===== config.mk =====
export PLATFORM = sky130hd
export DESIGN_NAME = serialCfgLoader
export DESIGN_NICKNAME = d
export VERILOG_FILES = /design/src/rtl/serialCfgLoaderPkg.sv /design/src/rtl/serialCfgShifter.sv /design/src/rtl/serialCfgCtrl.sv /design/src/rtl/serialCfgLoader.sv
export SDC_FILE = /design/constraint.sdc
export NUM_CORES = 1
export LEC_CHECK = 0
export ABC_AREA = 1
export BUFFER_PORTS_ARGS = -buffer_cell sky130_fd_sc_hd__buf_2
export CORE_ASPECT_RATIO = 1.75
export CORE_MARGIN = 5
export CORE_UTILIZATION = 55
export CTS_CLUSTER_SIZE = 40
export DETAILED_ROUTE_END_ITERATION = 16
export GPL_ROUTABILITY_DRIVEN = 0
export GPL_TIMING_DRIVEN = 0
export HOLD_SLACK_MARGIN = 0.06
export PLACE_DENSITY = 0.73
export SYNTH_ARGS = -nofsm -noshare
export SYNTH_HDL_FRONTEND = slang
export SYNTH_HIERARCHICAL = 1
export SYNTH_SLANG_ARGS = --single-unit
export TNS_END_PERCENT = 5

===== constraint.sdc =====
create_clock -name clk -period 2.4 [get_ports clk]
set_input_delay 0.48 -clock clk [delete_from_list [all_inputs] [get_ports clk]]
set_output_delay 0.48 -clock clk [all_outputs]
set_load 0.02 [all_outputs]

===== src/rtl/serialCfgLoaderPkg.sv =====
package serialCfgLoaderPkg;

  typedef enum logic [2:0] {
    ST_IDLE,
    ST_SETTLE,
    ST_PROG,
    ST_WAITINIT,
    ST_DATA,
    ST_FLUSH
  } loaderState_t;

  // strobes from the control to the bit engine
  typedef struct packed {
    logic loadByte;   // take inByte, send 8 bits
    logic loadPulse;  // send a single low data bit (one clock pulse)
  } shiftCmd_t;

endpackage


===== src/rtl/serialCfgShifter.sv =====
module serialCfgShifter
  import serialCfgLoaderPkg::*;
#(
  parameter int PHASE_W = 8
) (
  input  logic               clk,
  input  logic               rstN,
  input  shiftCmd_t          cmd,
  input  logic [7:0]         inByte,
  input  logic [PHASE_W-1:0] phaseLen,
  input  logic               cfgInit,
  input  logic               cfgDone,
  output logic               initSync,
  output logic               doneSync,
  output logic               shiftEmpty,
  output logic               cclk,
  output logic               dout
);

  logic [7:0]         shReg;
  logic [3:0]         bitsLeft;
  logic [PHASE_W-1:0] phaseCnt;
  logic [PHASE_W-1:0] effPhase;
  logic [1:0]         initQ;
  logic [1:0]         doneQ;

  assign effPhase   = (phaseLen == '0) ? PHASE_W'(1) : phaseLen;
  assign shiftEmpty = (bitsLeft == 4'd0);
  assign initSync   = initQ[1];
  assign doneSync   = doneQ[1];

  always_ff @(posedge clk or negedge rstN) begin
    if (!rstN) begin
      initQ <= '0;
      doneQ <= '0;
    end else begin
      initQ <= {initQ[0], cfgInit};
      doneQ <= {doneQ[0], cfgDone};
    end
  end

  always_ff @(posedge clk or negedge rstN) begin
    if (!rstN) begin
      shReg    <= '0;
      bitsLeft <= '0;
      phaseCnt <= '0;
      cclk     <= 1'b0;
      dout     <= 1'b0;
    end else if (cmd.loadByte) begin
      shReg    <= inByte;
      bitsLeft <= 4'd8;
      phaseCnt <= effPhase - PHASE_W'(1);
      cclk     <= 1'b0;
      dout     <= inByte[7];
    end else if (cmd.loadPulse) begin
      shReg    <= '0;
      bitsLeft <= 4'd1;
      phaseCnt <= effPhase - PHASE_W'(1);
      cclk     <= 1'b0;
      dout     <= 1'b0;
    end else if (bitsLeft != 4'd0) begin
      if (phaseCnt != '0) begin
        phaseCnt <= phaseCnt - PHASE_W'(1);
      end else if (!cclk) begin
        cclk     <= 1'b1;
        phaseCnt <= effPhase - PHASE_W'(1);
      end else begin
        cclk     <= 1'b0;
        phaseCnt <= effPhase - PHASE_W'(1);
        bitsLeft <= bitsLeft - 4'd1;
        shReg    <= {shReg[6:0], 1'b0};
        dout     <= (bitsLeft > 4'd1) ? shReg[6] : 1'b0;
      end
    end
  end

  // data must already sit on the pin when the clock rises
  assert_dout_setup_R4: assert property (@(posedge clk) disable iff (!rstN)
    $rose(cclk) |-> $stable(dout));

endmodule


===== src/rtl/serialCfgCtrl.sv =====
module serialCfgCtrl
  import serialCfgLoaderPkg::*;
#(
  parameter int COUNT_W       = 16,
  parameter int SETTLE_CYCLES = 5000000,
  parameter int HOLD_CYCLES   = 5000000,
  parameter int INIT_POLLS    = 100000,
  parameter int DONE_PULSES   = 100000
) (
  input  logic               clk,
  input  logic               rstN,
  input  logic               start,
  input  logic [COUNT_W-1:0] byteCount,
  input  logic               inValid,
  input  logic               inError,
  output logic               inReady,
  input  logic               initSync,
  input  logic               doneSync,
  input  logic               shiftEmpty,
  output shiftCmd_t          cmd,
  output logic               powerEn,
  output logic               progN,
  output logic               busy,
  output logic               cfgOk,
  output logic               initTimeout,
  output logic               doneTimeout
);

  localparam int MAX_A   = (SETTLE_CYCLES > HOLD_CYCLES) ? SETTLE_CYCLES : HOLD_CYCLES;
  localparam int MAX_B   = (INIT_POLLS > DONE_PULSES) ? INIT_POLLS : DONE_PULSES;
  localparam int MAX_ALL = (MAX_A > MAX_B) ? MAX_A : MAX_B;
  localparam int CNT_W   = $clog2(MAX_ALL + 1) + 1;

  loaderState_t       state;
  logic [CNT_W-1:0]   timer;
  logic [COUNT_W-1:0] bytesLeft;
  logic               errSeen;
  logic               accept;

  assign busy    = (state != ST_IDLE);
  assign progN   = (state != ST_PROG);
  assign inReady = (state == ST_DATA) && shiftEmpty && (bytesLeft != '0)
                   && !errSeen && !inError;
  assign accept  = inReady && inValid;

  always_comb begin
    cmd           = '0;
    cmd.loadByte  = accept;
    cmd.loadPulse = (state == ST_FLUSH) && shiftEmpty && !doneSync
                    && (timer != CNT_W'(DONE_PULSES));
  end

  always_ff @(posedge clk or negedge rstN) begin
    if (!rstN) begin
      state       <= ST_IDLE;
      timer       <= '0;
      bytesLeft   <= '0;
      errSeen     <= 1'b0;
      powerEn     <= 1'b0;
      cfgOk       <= 1'b0;
      initTimeout <= 1'b0;
      doneTimeout <= 1'b0;
    end else begin
      unique case (state)
        ST_IDLE: if (start) begin
          state       <= ST_SETTLE;
          timer       <= '0;
          bytesLeft   <= byteCount;
          errSeen     <= 1'b0;
          powerEn     <= 1'b1;
          cfgOk       <= 1'b0;
          initTimeout <= 1'b0;
          doneTimeout <= 1'b0;
        end
        ST_SETTLE: begin
          if (timer == CNT_W'(SETTLE_CYCLES - 1)) begin
            state <= ST_PROG;
            timer <= '0;
          end else timer <= timer + CNT_W'(1);
        end
        ST_PROG: begin
          if (timer == CNT_W'(HOLD_CYCLES - 1)) begin
            state <= ST_WAITINIT;
            timer <= '0;
          end else timer <= timer + CNT_W'(1);
        end
        ST_WAITINIT: begin
          if (initSync) begin
            state <= ST_DATA;
            timer <= '0;
          end else if (timer == CNT_W'(INIT_POLLS - 1)) begin
            state       <= ST_IDLE;
            initTimeout <= 1'b1;
          end else timer <= timer + CNT_W'(1);
        end
        ST_DATA: begin
          if (inError) errSeen <= 1'b1;
          if (accept) begin
            bytesLeft <= bytesLeft - COUNT_W'(1);
          end else if (shiftEmpty && (bytesLeft == '0 || errSeen)) begin
            state <= ST_FLUSH;
            timer <= '0;
          end
        end
        ST_FLUSH: begin
          if (shiftEmpty) begin
            if (doneSync) begin
              state <= ST_IDLE;
              cfgOk <= 1'b1;
            end else if (timer == CNT_W'(DONE_PULSES)) begin
              state       <= ST_IDLE;
              doneTimeout <= 1'b1;
            end else timer <= timer + CNT_W'(1);
          end
        end
        default: state <= ST_IDLE;
      endcase
    end
  end

  assert_one_status_R10: assert property (@(posedge clk) disable iff (!rstN)
    $fell(busy) |-> ($countones({cfgOk, initTimeout, doneTimeout}) == 1));

  assert_prog_powered_R2: assert property (@(posedge clk) disable iff (!rstN)
    !progN |-> powerEn);

endmodule


===== src/rtl/serialCfgLoader.sv =====
module serialCfgLoader
  import serialCfgLoaderPkg::*;
#(
  parameter int COUNT_W       = 16,
  parameter int PHASE_W       = 8,
  parameter int SETTLE_CYCLES = 5000000,
  parameter int HOLD_CYCLES   = 5000000,
  parameter int INIT_POLLS    = 100000,
  parameter int DONE_PULSES   = 100000
) (
  input  logic               clk,
  input  logic               rstN,
  input  logic               start,
  input  logic [COUNT_W-1:0] byteCount,
  input  logic [PHASE_W-1:0] phaseLen,
  input  logic [7:0]         inByte,
  input  logic               inValid,
  input  logic               inError,
  output logic               inReady,
  input  logic               cfgInit,
  input  logic               cfgDone,
  output logic               powerEn,
  output logic               progN,
  output logic               cclk,
  output logic               dout,
  output logic               busy,
  output logic               cfgOk,
  output logic               initTimeout,
  output logic               doneTimeout
);

  shiftCmd_t cmd;
  logic      initSync;
  logic      doneSync;
  logic      shiftEmpty;

  serialCfgCtrl #(
    .COUNT_W(COUNT_W), .SETTLE_CYCLES(SETTLE_CYCLES), .HOLD_CYCLES(HOLD_CYCLES),
    .INIT_POLLS(INIT_POLLS), .DONE_PULSES(DONE_PULSES)
  ) uCtrl (
    .clk(clk), .rstN(rstN), .start(start), .byteCount(byteCount),
    .inValid(inValid), .inError(inError), .inReady(inReady),
    .initSync(initSync), .doneSync(doneSync), .shiftEmpty(shiftEmpty),
    .cmd(cmd), .powerEn(powerEn), .progN(progN), .busy(busy),
    .cfgOk(cfgOk), .initTimeout(initTimeout), .doneTimeout(doneTimeout)
  );

  serialCfgShifter #(.PHASE_W(PHASE_W)) uShift (
    .clk(clk), .rstN(rstN), .cmd(cmd), .inByte(inByte), .phaseLen(phaseLen),
    .cfgInit(cfgInit), .cfgDone(cfgDone), .initSync(initSync), .doneSync(doneSync),
    .shiftEmpty(shiftEmpty), .cclk(cclk), .dout(dout)
  );

  assert_ready_quiet_R5: assert property (@(posedge clk) disable iff (!rstN)
    inReady |-> (!cclk && !dout));

  assert_idle_pins_R1: assert property (@(posedge clk) disable iff (!rstN)
    !busy |-> (progN && !cclk && !dout));

endmodule


Word level (Yosys, flattened, before mapping)
Index checks and enable logic that the tools add are counted.
W data, S select, Z words.
- reduce and logical (&&, ||, !) cells: 38
- order comparisons: 1
- $add $sub $neg: 5
- mux-type cells: 63
- eq/ne operators: 28
- operators with widths (kind ; count):
    $mux W24 ; 9
    $pmux W24 S5 ; 1
    $eq A24 B17 Y1 const B ; 2
    $mux W8 ; 5
    $mux W7 ; 5
    $mux W16 ; 2
    $pmux W16 S2 ; 1
    $mux W3 ; 10
    $add A24 B1 Y24 const B ; 1
    $eq A24 B23 Y1 const B ; 1
    $ne A24 B17 Y1 const B ; 1
    $mux W1 ; 20
    $mux W4 ; 5
    $pmux W3 S6 ; 1
    $logic_not A16 Y1 ; 1
    $ne A2 B2 Y1 const B ; 8
    $reduce_and A8 Y1 ; 2
    $reduce_bool A16 Y1 ; 1
    $sub A16 B1 Y16 const B ; 1
    $sub A8 B1 Y8 const B ; 2
    $ne A2 B1 Y1 const B ; 6
    $logic_and A1 B1 Y1 ; 9
    $ne A3 B2 Y1 const B ; 3
    $reduce_and A3 Y1 ; 3
    other kinds (22) ; 35
- output and inout port bits: 9
- logic and storage cells: 150
- bits of input ports: 39
- bits in registers: 73

Longest topological paths before layout
Gate-level depths: netlist (run 1).
- depth after elaboration: 8
- depth in mapped cells: 21
- depth with buffers taken out: 18

By module
The synthesis (run 1) kept the hierarchy.
- by module, submodules not included (module ; cells each ; instances ; area each (µm²)):
    serialCfgCtrl ; 609 ; 1 ; 3788.6
    serialCfgShifter ; 195 ; 1 ; 1681.6

Least setup slack after synthesis (run 1)
Ideal clock, no wire load.
- kind: register to register
- start point: register uShift.bitsLeft[0]
- end point: register uShift.dout
- slack: -243 ps
- period minus slack after synthesis: 2643 ps
- library setup time: 128 ps
- data arrival time: 2515 ps
- cell stages (with the launch flop): 20
- data required time: 2272 ps
- cells stage by stage: dfrtp_1 > inv_1 > ha_1 > nand2_2 > inv_1 > inv_1 > nor3_2 > inv_2 > nor2_2 > nand2_1 > inv_1 > buf_4 > buf_6 > nor2_4 > clkbuf_8 > nand2_4 > nand2_4 > nor2_8 > buf_12 > a31oi_4
- cells in the longest elaborated chain, start to end: 8
- elaborated cells on any way between the ends: 21
- classes of those cells: 1 x order compare; 1 x eq/ne; 6 x mux; 13 x reduce/logical
- RTL lines (item ; RTL line ; text):
    start: declaration ; serialCfgShifter.sv:21 ; logic [3:0] bitsLeft;
    start signal: assignment ; serialCfgShifter.sv:70 ; bitsLeft <= bitsLeft - 4'd1;
    $logic_not A4 Y1 (*) ; serialCfgShifter.sv:28 ; assign shiftEmpty = (bitsLeft == 4'd0);
    named net shiftEmpty ; serialCfgLoader.sv:35 ; logic shiftEmpty;
    $logic_and A1 B1 Y1 (*) (2 in series) ; serialCfgCtrl.sv:42 ; assign inReady = (state == ST_DATA) && shiftEmpty && (bytesLeft != '0)
    $logic_and A1 B1 Y1 (*) (2 in series) ; serialCfgCtrl.sv:43 ; && !errSeen && !inError;
    named net inReady ; serialCfgLoader.sv:19 ; output logic inReady,
    $logic_and A1 B1 Y1 (*) ; serialCfgCtrl.sv:44 ; assign accept = inReady && inValid;
    named net uCtrl.accept ; serialCfgCtrl.sv:38 ; logic accept;
    $ne A3 B3 Y1 (no source line) / $reduce_bool A3 Y1 (equally long branches) ; n/a ;
    $reduce_and A3 Y1 (no source line) ; n/a ;
    end signal: assignment ; serialCfgShifter.sv:54 ; dout <= inByte[7];
    end signal: assignment ; serialCfgShifter.sv:72 ; dout <= (bitsLeft > 4'd1) ? shReg[6] : 1'b0;
    end: declaration ; serialCfgShifter.sv:17 ; output logic dout
The timed path passes the listed nets; every way through them passes the cells marked *. The select of a mux whose other input is x is not followed.
A chain may end at the register's enable or synchronous reset.

==> summary.md, run 1 <==
| Metric | Value |
|---|---|
| Starting Density | `55.88%` |
| Mux contribution to synthesized area | `0%` |
| Die area | `12120 sq um` |
| CP max FO | `7` |
| Async SR Flop Fraction | `100.0%` |
| Vias in the first global route | `5741` |
| Initial DRC count | `289` |
| Mapped cell area | `5470 sq um` |
| Largest family of logic cells by synthesized area | `simple AND/OR/NAND/NOR gates` |
| LEAKAGE | `3.183 nW` |
| Max Fclk | `0.4290 GHz` |
| Clock slew at reported path FFs | `0.06 ns` |
| Layout cells sized above 1 | `20.72%` |
| Crit. End Element | `flip-flop` |
| Die W | `85.39 um` |
| First-pass DRT Iterations | `5` |
| Via density per instance | `5.477` |
| Largest net degree at the start of global routing | `48` |
| Count of non-filler cells in the finished layout | `1013` |
| Post-synthesis simple-gate area fraction | `43.50%` |
| Antenna Violating Nets Remaining | `0` |
| Min-Delay Startpoint | `cfgDone` |
| Design area | `6477 sq um` |
| Max-Cap Viols | `0` |
| Net Count, Synth | `852` |
| Syn. warnings | `6` |
| H-tree Lvls | `3` |
| Worst R2R Start | `uShift/bitsLeft[0]$_DFFE_PN0P_` |
| Post-route minimum period | `2.331 ns` |
| Peak VDD IR | `0.6581 mV` |
| Std-Cell Rows | `48` |
| Clock Sinks | `73` |
| Num CTS Buffers | `9` |
| CP required | `2.62 ns` |
| Fin crit share | `97.13%` |
| First-pass GRT wire length | `24.72 mm` |
| Worst path arrival time | `2.55 ns` |
| Slew Viols, Final | `0` |
| Final #Nets | `931` |
| DR vias | `5548` |
| WL final | `14.72 mm` |
| Core ar. | `9789 sq um` |
| Diode count | `0` |
| Post-synth EDFFs | `0` |
| Hold_ws | `0.2455 ns` |
| Slew headroom | `64.28%` |
| DP Worst Slack | `-0.2010 ns` |
| Commonest cells after routing, fill and taps aside | `nand2_1, nor2_1, nand3_1` |
| IO Count | `48` |
| CTS tree | `done` |
| Clk_lat worst skew | `0.34 ns` |
| Mean Syn Cell Area | `6.804 sq um` |
| Worst setup SP type | `flip-flop` |
| GRT Residual Overflow | `0` |
| Post-synthesis cell type count | `44` |
| DRC violations left | `0` |
| Most common cell after layout, fill and taps aside | `nand2_1` |
| XOR/XNOR share of the synthesized area | `3.042%` |
| Clock skew | `0.009349 ns` |
| CP startpoint | `uShift/bitsLeft[0]$_DFFE_PN0P_` |
| Worst Tran Pin Value | `0.5338 ns` |
| Die Ht | `141.9 um` |
| Most used DFF post-synth | `dfrtp_1` |
| Power Dens Cells | `1004 nW/um^2` |
| Status | `completed` |
| Worst setup margin | `0.06887 ns` |
| Root Driver | `clkbuf_16` |
| GRT Util Overall | `25.24%` |
| # setup viols final | `0` |
| Initial antenna violation count | `0` |
| Register area share after synthesis | `33.39%` |
| Placed cells | `977` |
| Buffers on Ports | `47` |
| Seq cells post-synth | `73` |
| Placed Area | `5922 sq um` |
| Final Hold Fails | `0` |
| Complex-gate fraction of the synthesized area | `8.737%` |
| WS Path Type | `flip-flop to flip-flop` |
| HP Class | `input pin to flip-flop` |
| WL per Instance | `14.53 um` |
| Gate Count Post-Synth | `804` |
| Area grow syn2layout | `18.41%` |
| Adder-Cell Fraction of Synth Area | `2.059%` |
| Hpwl dp | `10.77 mm` |
| Deepest clock path buffer count | `2` |
-- critical path, cell delays in order (launching register included) --
cell and delay (ns):
dfrtp_1 0.39, inv_2 0.09, ha_4 0.18, nand2_8 0.06, inv_4 0.06, inv_1 0.04, nor3_2 0.19, inv_2 0.06
nor2_4 0.13, nand2_4 0.08, inv_4 0.07, nor2_4 0.05, inv_4 0.09, nor2_8 0.05, inv_4 0.07, nand2_4 0.07
nor2_8 0.18, buf_12 0.13, buf_12 0.12, a31oi_4 0.07
-- flip-flops by register name, indices dropped and copies added, names as in the netlist --
name               flops
uShift/dout            1
uCtrl/timer           24
uCtrl/state            3
uCtrl/errSeen          1
uCtrl/doneTimeout      1
uShift/phaseCnt        8
uCtrl/bytesLeft       16
uShift/initQ           2
uShift/bitsLeft        4
uCtrl/initTimeout      1
uShift/shReg           7
uCtrl/powerEn          1
uShift/cclk            1
uCtrl/cfgOk            1
uShift/doneQ           2
-- layer usage --
metal  vias to the layer above  global-route usage [%]  routed length [um]
met4                         0                   16.35                 784
li1                       2718                       -                   -
met3                        64                   3.592                 589
met2                       181                   48.07                8089
met5                         -                       0                   0
met1                      2585                   24.65                5255
-- per-stage QoR --
stage                     TNS [ns]  total power [mW]  utilization, %
after global placement      -1.742             4.755           60.19
final                            0             6.502           66.17
after global routing       -0.1202             6.987           66.17
after floorplan                  0             4.130               -
after detailed placement    -2.565             4.871           60.49
after CTS                        0             6.375           65.13
-- synthesized netlist by cell type (2+ instances only) --
library cell    n  area, sq um
nand2_2         9        56.30
ha_1            9        112.6
buf_4           3        22.52
nor2_8          3        60.06
nand2_1       266        998.5
nand3_1        90        450.4
o211ai_1        3        22.52
o31ai_1         2        15.01
xnor2_1         5        43.79
dfrtp_1        73         1827
nor2_4          6        67.56
o21ai_0        26        130.1
nand3_4         2        35.03
inv_1          78        292.8
inv_4           2        12.51
nor2_1        114        427.9
nor3_1          3        15.01
a31oi_4         7        148.9
nand3b_1        4        30.03
o21ai_1         5        25.02
nor2_2          6        37.54
nand4_1        16        100.1
a21oi_1        13        65.06
buf_6           6        67.56
inv_2          10        37.54
nand2_4         5        56.30
buf_2           5        25.02
or2_2           2        12.51
xor2_1         14        122.6
clkbuf_1        3        11.26
-- power breakdown --
| group | switching [mW] | leakage [nW] | internal, mW | total [mW] |
|---|---|---|---|---|
| Sequential | 0.369 | 0.931 | 1.60 | 1.97 |
| Clock | 0.552 | 0.139 | 0.809 | 1.36 |
| Combinational | 1.99 | 2.11 | 1.17 | 3.17 |
| Total | 2.91 | 3.18 | 3.59 | 6.50 |
-- cells by family (layout without fill, tap and decap cells) --
logic type / count (synthesis) / count (layout)
AOI/OAI and AO/OA: 63 / 63
xor gates and xnor gates: 19 / 19
adders and majority gates: 9 / 9
buffers and inverters: 110 / 194
DFF: 73 / 73
and+or+nand+nor: 530 / 530
-- worst paths after layout --
path / to / slack [ns] / depth (start not counted)
hold reg to reg: uShift/initQ[1]$_DFF_PN0_ / 0.35 / 0
setup / recovery: uShift/shReg[6]$_DFFE_PN0P_ / 0.07 / 19
hold / removal: uShift/doneQ[0]$_DFF_PN0_ / 0.25 / 1
setup reg to reg: uShift/shReg[6]$_DFFE_PN0P_ / 0.07 / 19
max in group asynchronous: uCtrl/state[0]$_DFFE_PN0P_ / 1.21 / 3
min in group asynchronous: uCtrl/timer[23]$_DFFE_PN0P_ / 0.60 / 2
-- layout make-up --
class	count	area [sq um]
tap	125	156.4
clock inverter	6	67.56
fill	880	3312
buffer	16	138.9
timing repair buffer	71	473.0
sequential	73	1831
clock buffer	10	229.0
inverter	91	351.6
multi-input combinational	621	3231
-- repair_timing --
item / in CTS / in global routing
hold endpoints to repair: 3 / 0
setup endpoints to repair: 21 / 19
gates resized for setup: 12 / 18
pin swaps: 3 / 10
cloned: 1 / 0
hold buffers: 1 / 0
setup buffers: 12 / 9
Note: power is estimated with default switching activity, not from simulation.
==> run 2, diff against run 1 <==
Settings changed: ABC_AREA 1 to not set, CORE_UTILIZATION 55 to 54.
==> run 2 against run 1 <==
Net effect:
- the flow now finishes with violations (negative setup slack)
- sequential share of layout area increased by 3.1 points
- via count decreased by 18%
- critical path depth decreased by 9
- sequential power decreased by 14%
- critical endpoint is now uShift/phaseCnt[3]$_DFFE_PN0P_
==> summary.md, run 2 <==
| Metric | Value |
|---|---|
| Max FFs per register | `24 (unchanged)` |
| GRT Util Overall | `24.63% (-0.61 points)` |
| Largest net degree at the start of global routing | `47 (-2.1%)` |
| Clock skew | `0.006312 ns (-0.003037 ns)` |
| Crit. End Element | `flip-flop` |
| Hpwl dp | `8.576 mm (-20%)` |
| Worst setup margin | `-0.2067 ns (-0.2756 ns)` |
| Slew headroom | `37.40% (-27 points)` |
| Worst setup SP type | `flip-flop` |
| Gate Count Post-Synth | `512 (-36%)` |
| Buffers on Ports | `47 (unchanged)` |
| Slew Viols, Final | `0 (unchanged)` |
| WS Path Type | `flip-flop to flip-flop` |
| Max incr delay on CP | `0.58 ns (+0.19 ns)` |
| Clk_lat worst skew | `0.34 ns (about the same)` |
| Reg area | `1832 sq um (about the same)` |
| DR vias | `4554 (-18%)` |
| Initial antenna violation count | `0 (unchanged)` |
| Final Hold Fails | `0 (unchanged)` |
| First-pass GRT wire length | `20.62 mm (-17%)` |
| Leading registers by flop count | `uCtrl/timer (24), uCtrl/bytesLeft (16), uShift/phaseCnt (8)` |
| Peak VDD IR | `0.6066 mV (-7.8%)` |
| Clock slew at reported path FFs | `0.06 ns (about the same)` |
| Final #Nets | `647 (-31%)` |
| Worst path top cell family by delay | `simple AND/OR/NAND/NOR gates` |
| Register area share after synthesis | `40.31% (+6.9 points)` |
| Die Ht | `131.2 um (-7.6%)` |
| Crit-path cells | `or4_4 > nor2_4 > nand3_2 > o21a_1 > and2_4 > or2_4 > buf_6 > o211a_1 > o21ai_1 > o221a_2` |
| Clock Sinks | `73 (unchanged)` |
| Layout cells sized above 1 | `31.62% (+11 points)` |
| Seq cells post-synth | `73 (unchanged)` |
| Fin crit share | `108.6% (+11 points)` |
| Post-route minimum period | `2.607 ns (+0.2756 ns)` |
| IO Count | `48 (unchanged)` |
| Initial DRC count | `271 (-6.2%)` |
| Via density per instance | `6.543 (+19%)` |
| Synth area leaders | `dfrtp_1, nand2_1, o21ai_0, nor2_1, a21oi_1` |
| Die area | `10400 sq um (-14%)` |
| Area of the multi-input gates | `2856 sq um (-12%)` |
| Net Count, Synth | `560 (-34%)` |
| Power Dens Cells | `893.4 nW/um^2 (-11%)` |
| Worst path arrival time | `2.88 ns (+0.33 ns)` |
| Deepest clock path buffer count | `2 (unchanged)` |
| Commonest cells after routing, fill and taps aside | `dfrtp_1, nand2_1, buf_2` |
| Starting Density | `54.88% (-1.0 points)` |
| DRC violations left | `0 (unchanged)` |
| Max Fclk | `0.3836 GHz (-11%)` |
| Failing checks | `negative setup slack` |
| Most frequent cells after synthesis | `dfrtp_1, nand2_1, nor2_1` |
| Syn. warnings | `6 (unchanged)` |
| Std-Cell Rows | `44 (-8.3%)` |
| Most used DFF post-synth | `dfrtp_1` |
| CTS tree | `done` |
| RSZ-0062 raised after global routing | `yes` |
| Area leader, netlist | `dfrtp_1` |
| Mean Syn Cell Area | `8.851 sq um (+30%)` |
| Post-synth EDFFs | `0 (unchanged)` |
| GRT Residual Overflow | `0 (unchanged)` |
| CP required | `2.68 ns (+0.06 ns)` |
| Slowest-stage cell, CP | `or4_4` |
| CP max FO | `6 (-1)` |
| Yosys top cell area share | `40.31% (+6.9 points)` |
| Cts hold-fix bufs | `0 (-1)` |
| Most common cell after layout, fill and taps aside | `dfrtp_1` |
| Biggest register | `uCtrl/timer` |
| Async SR Flop Fraction | `100.0% (unchanged)` |
| WL per Instance | `18.71 um (+29%)` |
| Mapped cell area | `4532 sq um (-17%)` |
| First-pass DRT Iterations | `5 (unchanged)` |
| Vias in the first global route | `4411 (-23%)` |
| Hold_ws | `0.06577 ns (-0.1797 ns)` |
| Num CTS Buffers | `9 (unchanged)` |
| WL final | `13.02 mm (-12%)` |
| H-tree Lvls | `3 (unchanged)` |
| Root Driver | `clkbuf_16` |
| Max-Cap Viols | `0 (unchanged)` |
| Setup tns final | `-4.590 ns (-4.590 ns)` |
| LEAKAGE | `2.429 nW (-24%)` |
| Core ar. | `8258 sq um (-16%)` |
| Status | `complete, but fails checks` |
| Fill cell count | `616 (-30%)` |
| Sum of buffers and inverters on the critical path | `1 (-8)` |
| Diode count | `0 (unchanged)` |
| Die W | `79.25 um (-7.2%)` |
| Count leader, synth | `dfrtp_1` |
| Area grow syn2layout | `28.91%` |
| # setup viols final | `42 (+42)` |
| Antenna Violating Nets Remaining | `0 (unchanged)` |
| Util after Layout | `70.74% (+4.6 points)` |
| Post-synthesis cell type count | `73 (+66%)` |
| Worst Tran Pin Value | `0.9349 ns (+0.4011 ns)` |
| HP Class | `input pin to asynchronous set/reset pin` |
run 2: cell types whose count changed in the layout (fill, tap and decap cells not counted), sizes merged, moves of 15 or more:
| cell | delta |
|---|---|
| a2bb2oi | +15 |
| inv | -74 |
| nand2 | -225 |
| nand3 | -67 |
| nor2 | -86 |
| nor4 | +18 |
run 2: through the flow:
stage	area [sq um]	power [mW]	setup WS, ns	std cells
final	5842	5.219	-0.2067	696
after global routing	5842	5.486	-0.2597	696
after CTS	5587	5.005	-0.1600	686
after detailed placement	4957	3.458	-0.6038	652
after global placement	4927	3.399	-0.5105	651
after floorplan	4577	2.936	-0.1465	512
run 2: worst paths after layout:
check,start,endpoint,slack (ns),depth (start not counted)
max reg2reg,uCtrl/timer[23]$_DFFE_PN0P_,uShift/phaseCnt[3]$_DFFE_PN0P_,-0.21,10
min in group clk,cfgInit,uShift/initQ[0]$_DFF_PN0_,0.25,1
max,uCtrl/timer[23]$_DFFE_PN0P_,uShift/phaseCnt[3]$_DFFE_PN0P_,-0.21,10
min,rstN,uCtrl/bytesLeft[0]$_DFFE_PN0P_,0.07,1
max in group asynchronous,rstN,uCtrl/state[2]$_DFFE_PN0P_,1.77,2
min reg2reg,uShift/doneQ[0]$_DFF_PN0_,uShift/doneQ[1]$_DFF_PN0_,0.35,0
run 2: power by group:
| group | total [mW] | leakage (nW) | internal [mW] | switching (mW) |
|---|---|---|---|---|
| clock network | 1.25 | 0.133 | 0.756 | 0.499 |
| registers | 1.69 | 0.932 | 1.44 | 0.247 |
| logic | 2.28 | 1.36 | 1.00 | 1.28 |
| total | 5.22 | 2.43 | 3.20 | 2.02 |
run 2: kinds of logic after synthesis:
| kind of cell | after synthesis | share of synthesized area (%) |
|---|---|---|
| xor+xnor | 9 | 1.739 |
| buf+inv | 46 | 4.528 |
| mux | 3 | 0.9111 |
| simple gates | 212 | 24.68 |
| fa+ha+maj | 9 | 2.485 |
| flops | 73 | 40.31 |
| compound gates | 160 | 25.35 |
run 2: area by class of cell:
cell class                      instances  share of cell area, %
Buffer                                 25                  3.256
Clock buffer                           14                  4.519
Clock inverter                          2                 0.2142
Inverter                               17                  1.221
Multi-Input combinational cell        395                  48.90
Sequential cell                        73                  31.36
Tap cell                               92                  1.970
Timing Repair Buffer                   78                  8.567
run 2: per-layer routing:
layer	part of all wire [%]	global-route usage, %	vias to the layer above
met5	0	0	-
met4	4.3	14.34	0
met3	5.0	4.384	48
met2	53	42.68	175
met1	38	27.62	2221
li1	-	-	2110
run 2: what timing repair did:
item	4_1_cts	5_1_grt
resized for setup	58	45
gates cloned	3	0
endpoints found under the hold margin	0	0
pin swaps	22	8
setup buffers	18	11
endpoints found under the setup margin	59	53
==> run 3, diff against run 2 <==
Settings changed: CELL_PAD_IN_SITES_DETAIL_PLACEMENT set to 1, CELL_PAD_IN_SITES_GLOBAL_PLACEMENT set to 2, CORE_ASPECT_RATIO 1.75 to 1.1, CORE_UTILIZATION 54 to 33, PLACE_DENSITY 0.73 to 0.72.
==> run 3 against run 2 <==
Net effect:
- the flow still finishes with violations (negative setup slack)
- design area decreased by 0.26%
- first-iteration DRC count decreased by 46%
- worst setup slack got worse by 0.059 ns
- global-route usage decreased by 6.4 points
- non-clock buffer count decreased by 3
- via count decreased by 3.4%
- largest power group unchanged
- highest routed layer unchanged
==> summary.md, run 3 (same netlist as run 2, synthesis figures left out) <==
| Metric | Value |
|---|---|
| Biggest register | `uCtrl/timer` |
| H-tree Lvls | `3 (unchanged)` |
| First-pass GRT wire length | `23.68 mm (+15%)` |
| Num CTS Buffers | `9 (unchanged)` |
| Initial DRC count | `145 (-46%)` |
| Die W | `121.7 um (+54%)` |
| Vias in the first global route | `4560 (+3.4%)` |
| Std-Cell Rows | `45 (+2.3%)` |
| Clock skew | `0.009115 ns (+0.002803 ns)` |
| Antenna Violating Nets Remaining | `0 (unchanged)` |
| Logic pwr share | `41.8% (-1.8 points)` |
| Die area | `16180 sq um (+56%)` |
| Via density per instance | `5.587 (-15%)` |
| Starting Density | `33.26% (-22 points)` |
| Max-Cap Viols | `0 (unchanged)` |
| Largest net degree at the start of global routing | `46 (-2.1%)` |
| IO Count | `48 (unchanged)` |
| Status | `complete, but fails checks` |
| Clk_lat worst skew | `0.34 ns (about the same)` |
| Area grow syn2layout | `28.58%` |
| Hpwl dp | `9.980 mm (+16%)` |
| Clock slew at reported path FFs | `0.06 ns (about the same)` |
| Power Dens Cells | `872.8 nW/um^2 (-2.3%)` |
| HP Class | `input pin to asynchronous set/reset pin` |
| WS Path Type | `flip-flop to flip-flop` |
| Internal Pwr Total | `3.059 mW (-4.3%)` |
| # setup viols final | `45 (+7.1%)` |
| Peak VDD IR | `0.3861 mV (-36%)` |
| CP max FO | `8 (+2)` |
| Final #Nets | `642 (-0.77%)` |
| DP Worst Slack | `-0.7212 ns (-0.1174 ns)` |
| GRT Residual Overflow | `0 (unchanged)` |
| Worst Tran Pin Value | `0.9389 ns (+0.004039 ns)` |
| Design area | `5827 sq um (-0.26%)` |
| Max FFs per register | `24 (unchanged)` |
| WL final | `14.26 mm (+9.5%)` |
| Slew headroom | `36.83% (-0.57 points)` |
| Layout cells sized above 1 | `29.05% (-2.6 points)` |
| Post-route minimum period | `2.666 ns (+0.05919 ns)` |
| Clock Sinks | `73 (unchanged)` |
| Crit. End Element | `flip-flop` |
| Switch Pwr | `2.027 mW (+0.24%)` |
| Die Ht | `132.9 um (+1.3%)` |
| Clock power frac | `24.9% (+0.9 points)` |
| Core ar. | `13630 sq um (+65%)` |
| LEAKAGE | `2.389 nW (-1.6%)` |
| Buffers on Ports | `47 (unchanged)` |
| Worst setup SP type | `flip-flop` |
| CTS tree | `done` |
| Root Driver | `clkbuf_16` |
| DRC violations left | `0 (unchanged)` |
| Failing checks | `negative setup slack` |
| GRT Util Overall | `18.21% (-6.4 points)` |
| Worst path arrival time | `2.94 ns (+0.06 ns)` |
| Commonest cells after routing, fill and taps aside | `dfrtp_1, nand2_1, buf_2` |
| CP required | `2.67 ns (about the same)` |
| Deepest clock path buffer count | `2 (unchanged)` |
| WL per Instance | `18.12 um (-3.1%)` |
| Max Fclk | `0.3751 GHz (-2.2%)` |
| Net Sw Frac | `39.86% (+1.1 points)` |
| Leading registers by flop count | `uCtrl/timer (24), uCtrl/bytesLeft (16), uShift/phaseCnt (8)` |
| Fin crit share | `111.1% (+2.5 points)` |
| Initial antenna violation count | `0 (unchanged)` |
| First-pass DRT Iterations | `4 (-1)` |
| Final Hold Fails | `0 (unchanged)` |
| Most common cell after layout, fill and taps aside | `dfrtp_1` |
| DR vias | `4397 (-3.4%)` |
| Placed Area | `5077 sq um (+2.4%)` |
| Worst setup margin | `-0.2659 ns (-0.05919 ns)` |
| Slew Viols, Final | `0 (unchanged)` |
| Diode count | `0 (unchanged)` |
| Sequential Power Share | `33.3% (+1.0 points)` |
| RSZ-0062 raised after global routing | `yes` |
run 3: cell types whose count changed in the layout (fill, tap and decap cells not counted), moves of 3 or more:
cell,delta
nor4_2,-3
a2bb2oi_1,+5
a2bb2oi_2,-5
buf_4,-5
nor2_2,-3
o21ai_0,-3
o41ai_1,+3
o41ai_2,-3
clkbuf_1,-3
run 3: area by class of cell:
class,count,area (sq um)
tap,188,235.2
clock buffer,11,242.7
sequential,73,1829
fill,1605,7799
multi-input combinational,393,2759
timing repair buffer,75,483.0
clock inverter,5,31.28
inverter,17,76.32
buffer,25,170.2
run 3: critical path: stages (launching register included):
cell,delay (ns)
dfrtp_2,0.40
or4_4,0.58
nor2_4,0.12
nand3_2,0.10
o21a_1,0.24
and2_4,0.15
or2_4,0.29
a21oi_4,0.27
mux2_4,0.34
a21oi_2,0.11
run 3: what timing repair did:
action / in CTS / in global routing
hold buffers: 0 / 0
gates cloned: 2 / 0
endpoints found under the setup margin: 65 / 56
setup buffers: 19 / 6
pin swaps: 26 / 9
resized for setup: 64 / 23
run 3: worst paths after layout:
path                                        startpoint                             end  slack [ns]  cells past startpoint
min in group clk                               cfgInit       uShift/initQ[0]$_DFF_PN0_        0.24                      1
hold reg to reg              uShift/doneQ[0]$_DFF_PN0_       uShift/doneQ[1]$_DFF_PN0_        0.35                      0
max in group asynchronous                         rstN     uCtrl/timer[12]$_DFFE_PN0P_        1.74                      2
hold / removal                                    rstN  uCtrl/bytesLeft[2]$_DFFE_PN0P_        0.08                      1
setup reg to reg           uCtrl/timer[12]$_DFFE_PN0P_  uShift/phaseCnt[1]$_DFFE_PN0P_       -0.27                      9
setup / recovery           uCtrl/timer[12]$_DFFE_PN0P_  uShift/phaseCnt[1]$_DFFE_PN0P_       -0.27                      9
run 3: power groups by stage:
stage	logic (mW)	registers, mW	clock network, mW
after floorplan	1.32	1.62	0
after global placement	1.83	1.67	0
after detailed placement	1.87	1.68	0
after CTS	2.12	1.68	1.31
after global routing	2.31	1.73	1.36
final	2.13	1.70	1.26
run 3: per-stage QoR:
step	hold slack (ns)	power [mW]	instances	TNS, ns	util [%]
3_5_place_dp	0.3435	3.549	748	-31.04	37.26
4_1_cts	0.08875	5.109	782	-7.028	41.92
6_report	0.07729	5.086	787	-6.841	42.76
3_3_place_gp	0.3449	3.499	747	-28.58	37.04
5_1_grt	0.1052	5.405	787	-13.84	42.76
2_1_floorplan	0.1844	2.936	512	-2.747	-
run 3: layer usage:
metal  part of all wire (%)  global-route usage (%)  routed length (um)  vias to the layer above
li1                       -                       -                   -                     2087
met1                     46                   23.37                6590                     2236
met2                     49                   31.00                7057                       59
met3                    3.2                   3.335                 458                       15
met4                    1.1                   5.542                 156                        0
met5                      0                       0                   0                        -
